--- config.mk ---
export PLATFORM = sky130hd
export DESIGN_NAME = pgm_pulse_gen
export DESIGN_NICKNAME = d
export VERILOG_FILES = /design/src/rtl/pgm_pulse_pkg.sv /design/src/rtl/pw_cfg_regs.sv /design/src/rtl/pw_prescaler.sv /design/src/rtl/pw_unit_timer.sv /design/src/rtl/pgm_pulse_gen.sv
export SDC_FILE = /design/constraint.sdc
export NUM_CORES = 1
export LEC_CHECK = 0
export BUFFER_PORTS_ARGS = -buffer_cell sky130_fd_sc_hd__buf_2
export CAP_MARGIN = 20
export CORE_MARGIN = 2
export CORE_UTILIZATION = 30
export DETAILED_ROUTE_END_ITERATION = 6
export GPL_TIMING_DRIVEN = 1
export HOLD_SLACK_MARGIN = 0.1
export PLACE_DENSITY = 0.43
export REMOVE_ABC_BUFFERS = 1
export SYNTH_ARGS = -nofsm -noshare
export SYNTH_HDL_FRONTEND = slang
export SYNTH_SLANG_ARGS = --single-unit
--- constraint.sdc ---
create_clock -name clk -period 4.3 [get_ports clk]
set_input_delay 0.645 -clock clk [delete_from_list [all_inputs] [get_ports clk]]
set_output_delay 0.645 -clock clk [all_outputs]
set_load 0.01 [all_outputs]
--- src/rtl/pgm_pulse_pkg.sv ---
package pgm_pulse_pkg;
  typedef enum logic [1:0] {
    MODE_STROBE = 2'd0,
    MODE_AUTO   = 2'd1,
    MODE_SERIAL = 2'd2,
    MODE_SOFT   = 2'd3
  } pulse_mode_e;

  function automatic logic is_timed(input logic [1:0] m);
    return (m == MODE_AUTO) || (m == MODE_SERIAL);
  endfunction

  // Length of a timed pulse in clocks for a given count value
  function automatic int unsigned pulse_clocks(input int unsigned value,
                                               input int unsigned prescale);
    return (value + 1) * prescale;
  endfunction
endpackage

--- src/rtl/pw_cfg_regs.sv ---
module pw_cfg_regs #(
  parameter int unsigned VAL_W = 15,
  parameter logic [VAL_W:0] DEF_AUTO = 16'h8005,
  parameter logic [VAL_W:0] DEF_SER  = 16'h800B
) (
  input  logic             clk,
  input  logic             rst_n,
  input  logic             wr_en,
  input  logic             wr_sel,
  input  logic [VAL_W:0]   wr_data,
  output logic [VAL_W:0]   reg_auto,
  output logic [VAL_W:0]   reg_ser
);
  localparam int unsigned NREG = 2;
  logic [VAL_W:0] regs [NREG];

  for (genvar i = 0; i < NREG; i++) begin : g_reg
    localparam logic [VAL_W:0] DEF = (i == 0) ? DEF_AUTO : DEF_SER;
    always_ff @(posedge clk) begin
      if (!rst_n)                         regs[i] <= DEF;
      else if (wr_en && (int'(wr_sel) == i)) regs[i] <= wr_data;
    end
  end

  assign reg_auto = regs[0];
  assign reg_ser  = regs[1];

  // a write changes only the addressed register
  p_wr_isolate_r8: assert property (@(posedge clk) disable iff (!rst_n)
    (wr_en && !wr_sel) |=> $stable(reg_ser));
endmodule

--- src/rtl/pw_prescaler.sv ---
module pw_prescaler #(
  parameter int unsigned PRESCALE = 144,
  localparam int unsigned PW = $clog2(PRESCALE)
) (
  input  logic          clk,
  input  logic          rst_n,
  input  logic          clear,
  input  logic          run,
  output logic          tick,
  output logic [PW-1:0] cnt
);
  localparam logic [PW-1:0] LAST = PW'(PRESCALE - 1);

  assign tick = run && (cnt == LAST);

  always_ff @(posedge clk) begin
    if (!rst_n || clear) cnt <= '0;
    else if (run)        cnt <= tick ? '0 : cnt + 1'b1;
  end

  // the prescaler never passes its wrap point
  p_pre_wrap_r2: assert property (@(posedge clk) disable iff (!rst_n)
    cnt <= LAST);
endmodule

--- src/rtl/pw_unit_timer.sv ---
module pw_unit_timer #(
  parameter int unsigned VAL_W = 15
) (
  input  logic             clk,
  input  logic             rst_n,
  input  logic             launch,
  input  logic [VAL_W-1:0] load_val,
  input  logic             tick,
  output logic             active
);
  logic [VAL_W-1:0] units;
  logic             last_unit;

  assign last_unit = active && tick && (units == '0);

  always_ff @(posedge clk) begin
    if (!rst_n) begin
      active <= 1'b0;
      units  <= '0;
    end else if (launch) begin
      active <= 1'b1;
      units  <= load_val;
    end else if (active && tick) begin
      if (last_unit) active <= 1'b0;
      else           units  <= units - 1'b1;
    end
  end

  // the remaining count only moves on a prescaler tick
  p_units_hold_r7: assert property (@(posedge clk) disable iff (!rst_n)
    (active && !tick && !launch) |=> $stable(units));
endmodule

--- src/rtl/pgm_pulse_gen.sv ---
module pgm_pulse_gen
  import pgm_pulse_pkg::*;
#(
  parameter int unsigned VAL_W    = 15,
  parameter int unsigned PRESCALE = 144,
  parameter logic [VAL_W:0] DEF_AUTO = 16'h8005,
  parameter logic [VAL_W:0] DEF_SER  = 16'h800B
) (
  input  logic           clk,
  input  logic           rst_n,
  input  logic [1:0]     mode_sel,
  input  logic           strobe_n,
  input  logic           soft_en,
  input  logic           wr_en,
  input  logic           wr_sel,
  input  logic [VAL_W:0] wr_data,
  input  logic           start,
  output logic           pulse_out,
  output logic           busy,
  output logic           cfg_err
);
  localparam int unsigned PW = $clog2(PRESCALE);

  logic [VAL_W:0]  reg_auto, reg_ser, sel_reg;
  logic            start_req, launch, reject, tick;
  logic [PW-1:0]   pre_cnt;
  logic            mux_out;

  pw_cfg_regs #(.VAL_W(VAL_W), .DEF_AUTO(DEF_AUTO), .DEF_SER(DEF_SER)) u_regs (
    .clk(clk), .rst_n(rst_n), .wr_en(wr_en), .wr_sel(wr_sel),
    .wr_data(wr_data), .reg_auto(reg_auto), .reg_ser(reg_ser));

  assign sel_reg   = (mode_sel == MODE_SERIAL) ? reg_ser : reg_auto;
  assign start_req = start && !busy && is_timed(mode_sel);
  assign launch    = start_req && sel_reg[VAL_W];
  assign reject    = start_req && !sel_reg[VAL_W];

  pw_prescaler #(.PRESCALE(PRESCALE)) u_pre (
    .clk(clk), .rst_n(rst_n), .clear(launch), .run(busy),
    .tick(tick), .cnt(pre_cnt));

  pw_unit_timer #(.VAL_W(VAL_W)) u_timer (
    .clk(clk), .rst_n(rst_n), .launch(launch),
    .load_val(sel_reg[VAL_W-1:0]), .tick(tick), .active(busy));

  always_ff @(posedge clk) begin
    if (!rst_n) cfg_err <= 1'b0;
    else        cfg_err <= reject;
  end

  always_comb begin
    unique case (mode_sel)
      MODE_STROBE: mux_out = !strobe_n;
      MODE_SOFT:   mux_out = soft_en;
      default:     mux_out = 1'b0;
    endcase
  end

  assign pulse_out = busy || mux_out;

  // Checker state: length of the running pulse versus the captured value
  logic [31:0]      len_cnt;
  logic [VAL_W-1:0] len_val;
  always_ff @(posedge clk) begin
    if (!rst_n) begin
      len_cnt <= '0;
      len_val <= '0;
    end else if (launch) begin
      len_cnt <= 32'd1;
      len_val <= sel_reg[VAL_W-1:0];
    end else if (busy) begin
      len_cnt <= len_cnt + 1'b1;
    end
  end

  p_len_r2: assert property (@(posedge clk) disable iff (!rst_n)
    $fell(busy) |-> ($past(len_cnt) == pulse_clocks(32'(len_val), PRESCALE)));
  p_first_unit_r2: assert property (@(posedge clk) disable iff (!rst_n)
    $rose(busy) |-> (pre_cnt == '0));
  p_err_no_pulse_r5: assert property (@(posedge clk) disable iff (!rst_n)
    cfg_err |-> !busy);
  p_busy_drives_out_r6: assert property (@(posedge clk) disable iff (!rst_n)
    busy |-> pulse_out);
  p_rise_needs_start_r9: assert property (@(posedge clk) disable iff (!rst_n)
    $rose(busy) |-> ($past(start) && is_timed($past(mode_sel))));
endmodule

=== Word-level counts from Yosys, hierarchy flattened ===
Memory sizes are Yosys's and may differ from the RTL's.
Cells that the tools add are included.

* Register bits: 25
* Memory bits (writable): 32
* Input bits: 25
* Output and inout bits: 3
* Logic and storage cells: 55
* Memories kept: 1

* $add $sub $neg: 2
* Eq/ne operators: 5
* Muxes and demuxes: 18
* Bitwise logic cells: 3
* Reductions and logical operators: 22

{| class="wikitable"
|+ Memory list
! name !! words !! width !! rd ports !! clocked after memory_dff !! wr ports !! RTL line !! text
|-
| u_regs.regs || 2 || 16 || 2 || 0 || 2 || pw_cfg_regs.sv:15 || <nowiki>logic [VAL_W:0] regs [NREG];</nowiki>
|}

{| class="wikitable"
|+ Operator list
! operator !! number
|-
| 16-bit two-way mux || 3
|-
| 15-bit two-way mux || 3
|-
| 15-bit zero test || 1
|-
| 15-bit by 1-bit subtractor with 15-bit output, second input constant || 1
|-
| 1-bit two-way mux || 10
|-
| 1-bit logical AND || 9
|-
| 8-bit by 1-bit adder with 8-bit output, second input constant || 1
|-
| 8-bit == test, second input constant || 1
|-
| 8-bit two-way mux || 1
|-
| 2-bit == test, second input constant || 2
|-
| 1-bit zero test || 4
|-
| 2-bit AND reduction || 2
|-
| 2-bit nonzero test || 2
|-
| 1-bit logical OR || 3
|-
| 2-bit by 1-bit == test with 1-bit output, second input constant || 1
|-
| 2-bit zero test || 1
|-
| 2-bit inequality test, second input constant || 1
|-
| 1-bit OR || 2
|-
| 1-bit one-hot mux with 2 select lines || 1
|-
| 1-bit NOT || 1
|}

=== Depth between registers and ports, before layout ===
Gate-level depths: netlist of run 1.

* Depth in word-level cells: 7
* Gate-level depth with buffers: 9
* Depth with buffers taken out: 6

=== By module ===
From an unflattened synthesis of run 1, not the netlist that was laid out.

* Cell total of the unflattened synthesis: 262
* Area total of the unflattened synthesis: 2975.4 um^2

{| class="wikitable"
|+ By module, submodules not included
! module !! times used !! cells an instance !! area each (um^2) !! sequential area each (um^2)
|-
| pw_cfg_regs || 1 || 74 || 1243.7 || 960.9
|-
| pw_unit_timer || 1 || 114 || 970.9 || 320.3
|-
| pw_prescaler || 1 || 44 || 407.9 || 160.2
|-
| pgm_pulse_gen || 1 || 30 || 352.8 || 20.0
|}

=== Worst setup path before layout of run 1 ===
OpenSTA, ideal clock, no wires.

* Path kind: input to register
* Start: input wr_en
* End: memory u_regs.regs[0][0] (netlist name) (enable)
* Arrival time: 1.854 ns
* Required time: 3.889 ns
* Slack: 2.035 ns
* Stages on the path: 2
* Path buffers: 0
* Cells stage by stage: inv_1 -> o21ai_0

{| class="wikitable"
|+ RTL lines
! item !! RTL line !! text
|-
| start, declared || pgm_pulse_gen.sv:14 || <nowiki>input logic wr_en,</nowiki>
|-
| end, declared || pw_cfg_regs.sv:15 ||
|}

=== Worst setup path in the final report of run 1 ===
* Start: input mode_sel[0]
* End: register u_timer.units[13]

* Longest elaborated chain between the ends: 6

{| class="wikitable"
|+ Ends and longest elaborated chain
! item !! RTL line !! text
|-
| start, declared || pgm_pulse_gen.sv:11 || <nowiki>input logic [1:0] mode_sel,</nowiki>
|-
| 2-bit by 1-bit == test with 1-bit output or 2-bit == test (tied branches) || pgm_pulse_pkg.sv:10, pgm_pulse_gen.sv:33 ||
|-
| 1-bit logical OR || pgm_pulse_pkg.sv:10 || <nowiki>return (m == MODE_AUTO) || (m == MODE_SERIAL);</nowiki>
|-
| 1-bit logical AND || pgm_pulse_gen.sv:34 || <nowiki>assign start_req = start && !busy && is_timed(mode_sel);</nowiki>
|-
| 1-bit logical AND || pgm_pulse_gen.sv:35 || <nowiki>assign launch = start_req && sel_reg[VAL_W];</nowiki>
|-
| 2-bit inequality test (no source line) or 2-bit nonzero test (tied branches) || -- ||
|-
| 2-bit AND reduction (no source line) || -- ||
|-
| end signal, assigned || pw_unit_timer.sv:22 || <nowiki>units <= load_val;</nowiki>
|-
| end signal, assigned || pw_unit_timer.sv:25 || <nowiki>else units <= units - 1'b1;</nowiki>
|-
| end, declared || pw_unit_timer.sv:11 || <nowiki>logic [VAL_W-1:0] units;</nowiki>
|}

Parallel ways exist; a longest one is shown, timed or not.
A chain may end at the register's enable or synchronous reset.

==> results of run 1 <==
-- area by class of cell --
| cell class | count | share of cell area |
|---|---|---|
| Inverter | 7 | 0.00786 |
| Tap cell | 129 | 0.0483 |
| Timing Repair Buffer | 31 | 0.0494 |
| Multi-Input combinational cell | 187 | 0.388 |
| Clock inverter | 6 | 0.0318 |
| Clock buffer | 10 | 0.0382 |
| Sequential cell | 57 | 0.437 |
-- cells in the mapped netlist (all sizes together), types with 2 or more instances --
cell type	number	share of area
and4	2	0.0065
o31ai	2	0.0052
edfxtp	32	0.33
or3	4	0.0087
or4	3	0.0078
nor3b	2	0.0052
and2	26	0.057
mux2i	3	0.010
dfxtp	25	0.17
o21ai	21	0.036
nor4	6	0.018
inv	7	0.0091
nor3	4	0.0070
nand4	5	0.016
nand3b	2	0.0052
o2111ai	2	0.0061
clkbuf	8	0.021
xor2	3	0.0091
a211oi	2	0.0052
or2	2	0.0043
and3	2	0.0043
a31oi	10	0.022
nor2	18	0.023
nand4b	2	0.0061
o221ai	2	0.0061
o41ai	2	0.0061
nand3	8	0.014
mux2	14	0.055
buf	4	0.012
ha	5	0.022
nand2	10	0.014
nand2b	11	0.024
xnor2	3	0.0091
-- per-layer routing --
metal,vias to the layer above,track usage,share of wire
met1,960,0.174,0.50
met4,0,0.0472,0.0098
met3,5,0.0397,0.043
met5,-,0,0
met2,44,0.193,0.45
li1,1036,-,-
-- stage by stage --
| step | cell area (um^2) | cells | utilization | setup WS, ns | hold WS (ns) |
|---|---|---|---|---|---|
| floorplan | 2780 | 251 | - | 1.48 | 0.460 |
| global placement | 3110 | 411 | 0.335 | 1.42 | 0.483 |
| detailed placement | 3110 | 411 | 0.335 | 1.33 | 0.497 |
| CTS | 3340 | 427 | 0.360 | 1.68 | 0.510 |
| global route | 3340 | 427 | 0.360 | 1.44 | 0.552 |
| finish | 3340 | 427 | 0.360 | 1.69 | 0.498 |
-- worst paths after layout --
kind	startpoint	end	slack [ns]	depth (start not counted)
max reg2reg	u_timer.units[0]$_SDFFE_PN0P_	u_timer.units[11]$_SDFFE_PN0P_	2.22	6
min	u_timer.units[14]$_SDFFE_PN0P_	u_timer.units[14]$_SDFFE_PN0P_	0.50	2
min reg2reg	u_timer.units[14]$_SDFFE_PN0P_	u_timer.units[14]$_SDFFE_PN0P_	0.50	2
max	mode_sel[0]	u_timer.units[13]$_SDFFE_PN0P_	1.69	9
-- worst max-delay path, stage by stage --
cell and delay (ns):
buf_2 0.11, inv_1 0.07, ha_1 0.15, buf_4 0.26, mux2i_1 0.56, or2_1 0.45
buf_4 0.29, o221ai_1 0.14, a211oi_1 0.19
-- power by group through the flow --
| stage | combinational, uW | sequential, uW | clock [uW] |
|---|---|---|---|
| after floorplan | 115 | 644 | 0 |
| final | 170 | 637 | 597 |
| after CTS | 172 | 638 | 612 |
| after global routing | 192 | 642 | 637 |
| after global placement | 172 | 649 | 0 |
| after detailed placement | 171 | 649 | 0 |
-- flip-flops by register name, summed over array words and instances, names as in the netlist --
register,flops
u_pre.cnt,8
u_timer.active,1
u_timer.units,15
u_regs.regs,32
cfg_err,1
-- kinds of logic after synthesis --
logic type / after synthesis / share of synthesized area
AND/OR/NAND/NOR: 110 / 0.235
flip-flops: 57 / 0.507
AO/OA/AOI/OAI: 49 / 0.109
buffers and inverters: 19 / 0.0426
multiplexers: 17 / 0.0652
XOR/XNOR: 6 / 0.0182
adder cells (fa/ha/maj): 5 / 0.0217
==> results.toml, run 1 <==
[finish]
layout.nets = 323
area_growth_pct = 16.1
multi_input_area_um2 = 1300
regArea_um2 = 1460
diodes = 0
n_fill_cell = 965
drive_gt1_frac = 0.221
final_common_cell = "edfxtp_1"
final_cell_mix = "edfxtp_1 (32), buf_2 (27), and2_1 (25), dfxtp_1 (25), o21ai_0 (20)"

[timing]
tightestPinTransition_ns = 0.754
relSlewSlack = 0.496
finalSetupTns_ns = 0
hold_viol = 0
fin_crit_sh = 0.606
setup_violations = 0
drv_slew = 0
finalClockSkew_ns = 0.00744
fin_crit_ns = 2.61
max_freq_mhz = 384
rsz0062_at_grt = "false"

[detailed_routing]
vias = 2045
first_pass_iters = 4
drc = 0
ant_nets = 0
routed_wl_mm = 6.09
vias_per_cell = 4.79
drt_iter0_markers = 121
wire_per_inst_um = 14.3

[global_route]
grt_usage = 0.128
antenna_found_initial = 0
grt_pass1_wl_mm = 10.1
grt_max_degree = 28
grt_remaining_overflow = 0
grt_pass1_vias = 2012

[clock_tree]
cts_tree = "done"
cts_inserted_buffers = 9
numClockSinks = 57
clk_pin_slew_ns = 0.07
root_buffer = "clkbuf_8"
insertion_delay_ns = 0.33
clk_path_buf_depth = 2
ctsHtreeMaxLevel = 3
post_cts_buffers = 0
post_cts_resized = 0
holdBufCountCts = 0

[yosys]
async_flop_share = 0
synthCells = 263
synth-main-ff-cell = "edfxtp_1"
ys_types = 54
syn_area_per_cell_um2 = 11.0
synth_edf_count = 32
yosysWarnings = 0
syn_area_um2 = 2880
seq_area_frac_synth = 0.507
ys_ff_latch = 57

[floorplanning]
die_w_um = 102
io_pins = 28
fp.dieH_um = 102
core_area_um2 = 9280
rows = 35
die-area_um2 = 10400
initial_utilization = 0.310

[critical_path]
cp.arrival_ns = 2.85
worstPathRequired_ns = 4.55
cp-start-kind = "input port"
crit_type = "input port to flip-flop"
end_kind = "flip-flop"
critPathMaxFanout = 16

[pwr]
finalPower_uw = 1400
p_clk_frac = 0.425
p_per_area_nw_per_um2 = 420
pwr-share-seq = 0.454
switching_share = 0.242
net-switching-power_uw = 339
p_leak_uw = 0.00120
peakVddDrop_mv = 0.202
power_frac_comb = 0.121
intPower_uw = 1060

[placement]
dp_hpwl_mm = 4.07
portBuffers = 27
gp_congestion = 0.709

[hold_path]
min_path_type = "flip-flop to flip-flop"

[outcome]
status = "complete, no violations"

[run]
max-cap-violations = 0
No activity file was read; power rests on OpenSTA's default activity.
==> inputs of run 2 (changes only) <==
Settings changed: ABC_AREA set to 1, PLACE_DENSITY 0.43 to 0.45.
Clock period 4.3 ns to 2.2 ns, I/O delays scaled along.
==> results.toml, run 2 <==
[outcome]
status = "complete, no violations"

[critical_path]
r2r-start = "u_timer.units[0]$_SDFFE_PN0P_"
critPathMaxFanout = 11
rr_endpoint = "u_timer.units[3]$_SDFFE_PN0P_"
cp-start-kind = "flip-flop"
worstPathRequired_ns = 2.48
cpPeakStageDelay_ns = 0.31
crit_type = "flip-flop to flip-flop"
r2r_cells = 10
path_cells = "inv_1 > ha_1 > nand3_2 > inv_1 > nand2_1 > nor2_1 > nand2_1 > nand3_1 > nand2_1 > nor2_1"
rrSetupSlack_ns = 0.44
end_kind = "flip-flop"
slowest_stage = "dfxtp_1"
cp.arrival_ns = 2.03
cpMostUsedCell = "nand2_1"

[placement]
placed_area_um2 = 3420
dp_hpwl_mm = 4.90
gp_congestion = 0.784
dp_slack_ns = 0.346
portBuffers = 27

[yosys]
yosysWarnings = 0
synthTopCellsByArea = "edfxtp_1 (31%), dfxtp_1 (16%), nand2_1 (14%)"
yosysTopAreaCellShare = 0.308
async_flop_share = 0
synth.most_common_cell = "nand2_1"
yosysTopAreaCell = "edfxtp_1"
synth-main-ff-cell = "edfxtp_1"
synth_edf_count = 32
syn_area_per_cell_um2 = 7.29
ys_ff_latch = 57
syn_area_um2 = 3120
yosys-top-cells-count = "nand2_1 (120), nor2_1 (98), inv_1 (60)"
ys_types = 29
synthCells = 428
seq_area_frac_synth = 0.468

[timing]
rsz0062_at_grt = "false"
setup_slack_ns = 0.442
finalClockSkew_ns = 0.0140
drv_slew = 0
fin_crit_sh = 0.799
setup_violations = 0
tightestPinTransition_ns = 0.467
hold_viol = 0
fin_crit_ns = 1.76
max_freq_mhz = 569
relSlewSlack = 0.689
finalSetupTns_ns = 0

[detailed_routing]
ant_nets = 0
first_pass_iters = 4
routed_wl_mm = 7.07
vias = 2587
drc = 0
vias_per_cell = 4.28
wire_per_inst_um = 11.7
drt_iter0_markers = 144

[finish]
top_register = "u_regs.regs"
layout.nets = 493
drive_gt1_frac = 0.147
area_growth_pct = 16.0
diodes = 0
top_regs = "u_regs.regs: 32 flops, u_timer.units: 15 flops, u_pre.cnt: 8 flops"
largest_register_ffs = 32
stdcell_area_um2 = 3620
final_common_cell = "nand2_1"
final_cell_mix = "nand2_1 (120), nor2_1 (98), inv_1 (60)"

[pwr]
p_per_area_nw_per_um2 = 771
intPower_uw = 1930
net-switching-power_uw = 865
power_frac_comb = 0.190
switching_share = 0.310
p_leak_uw = 0.00171
pwr-share-seq = 0.443
p_clk_frac = 0.367
peakVddDrop_mv = 0.473

[floorplanning]
initial_utilization = 0.305
fp.dieH_um = 106
rows = 37
die-area_um2 = 11200
io_pins = 28
core_area_um2 = 10200
die_w_um = 106

[global_route]
grt_remaining_overflow = 0
grt_max_degree = 21
antenna_found_initial = 0
grt_usage = 0.137
grt_pass1_wl_mm = 12.0
grt_pass1_vias = 2456

[clock_tree]
numClockSinks = 57
post_cts_resized = 0
cts_tree = "done"
holdBufCountCts = 0
ctsHtreeMaxLevel = 3
post_cts_buffers = 0
insertion_delay_ns = 0.35
cts_inserted_buffers = 9
clk_pin_slew_ns = 0.08
clk_path_buf_depth = 2
root_buffer = "clkbuf_8"

[hold_path]
min_path_cells = 3
min_to = "u_regs.regs[0][2]$_SDFFCE_PN1P_"
min_from = "wr_data[2]"
min_path_type = "input port to flip-flop"

[run]
max-cap-violations = 0
[run 2: cell types whose count changed after synthesis, moves of 11 or more]
cell,change
nand2b_1,-11
and2_1,-25
inv_1,+53
nand3_1,+14
nor2_1,+80
nand2_1,+111
[run 2: power groups by stage]
stage          sequential, uW  clock (uW)  combinational, uW
6_report                 1240        1030                531
5_1_grt                  1250        1100                618
4_1_cts                  1240        1060                536
3_5_place_dp             1260           0                533
3_3_place_gp             1260           0                532
2_1_floorplan            1250           0                381
[run 2: logic make-up (layout without fill, tap and decap cells)]
logic type | after synthesis | in the layout | synth area share
flops | 57 | 57 | 0.468
xor+xnor | 2 | 2 | 0.00561
compound gates | 29 | 29 | 0.0497
buf+inv | 75 | 115 | 0.101
fa+ha+maj | 5 | 5 | 0.0200
simple gates | 250 | 250 | 0.319
mux | 10 | 10 | 0.0357
[run 2: layer usage]
layer  wire (um)  track usage  up-vias
li1            -            -     1402
met5           0            0        -
met2        3210        0.212       36
met1        3540        0.185     1142
met3         223       0.0319        7
met4          98       0.0564        0
[run 2: final cells by class]
cell class / count / area (um^2)
clock inverters: 7 / 77.6
well taps: 136 / 170
clock buffers: 9 / 124
repair buffers: 37 / 210
flip-flops and latches: 57 / 1460
multi-input cells: 296 / 1340
inverters: 62 / 235
fillers: 1124 / 6610
[run 2: critical path, delay by kind of cell, from the launching register on]
family,cells,cell delay (ns)
and+or+nand+nor,7,0.88
adders and majority gates,1,0.23
buffers and inverters,2,0.27
DFF,1,0.31
[run 2: how the worst max path moves through the flow]
| stage | cells past startpoint | end | slack, ns | startpoint |
|---|---|---|---|---|
| finish | 10 | u_timer.units[3]$_SDFFE_PN0P_ | 0.44 | u_timer.units[0]$_SDFFE_PN0P_ |
| global route | 10 | u_timer.units[10]$_SDFFE_PN0P_ | 0.24 | u_timer.units[0]$_SDFFE_PN0P_ |
| CTS | 10 | u_timer.units[3]$_SDFFE_PN0P_ | 0.46 | u_timer.units[0]$_SDFFE_PN0P_ |
| detailed placement | 11 | u_timer.units[14]$_SDFFE_PN0P_ | 0.35 | mode_sel[0] |
| global placement | 12 | u_timer.units[10]$_SDFFE_PN0P_ | 0.37 | mode_sel[0] |
| floorplan | 9 | u_timer.units[4]$_SDFFE_PN0P_ | 0.03 | mode_sel[0] |
[run 2: stage by stage]
stage	hold slack (ns)	power, uW	instances	util
finish	0.250	2790	604	0.354
global route	0.242	2970	604	0.354
CTS	0.232	2830	604	0.354
detailed placement	0.475	1790	588	0.334
global placement	0.461	1790	588	0.334
floorplan	0.450	1640	415	-
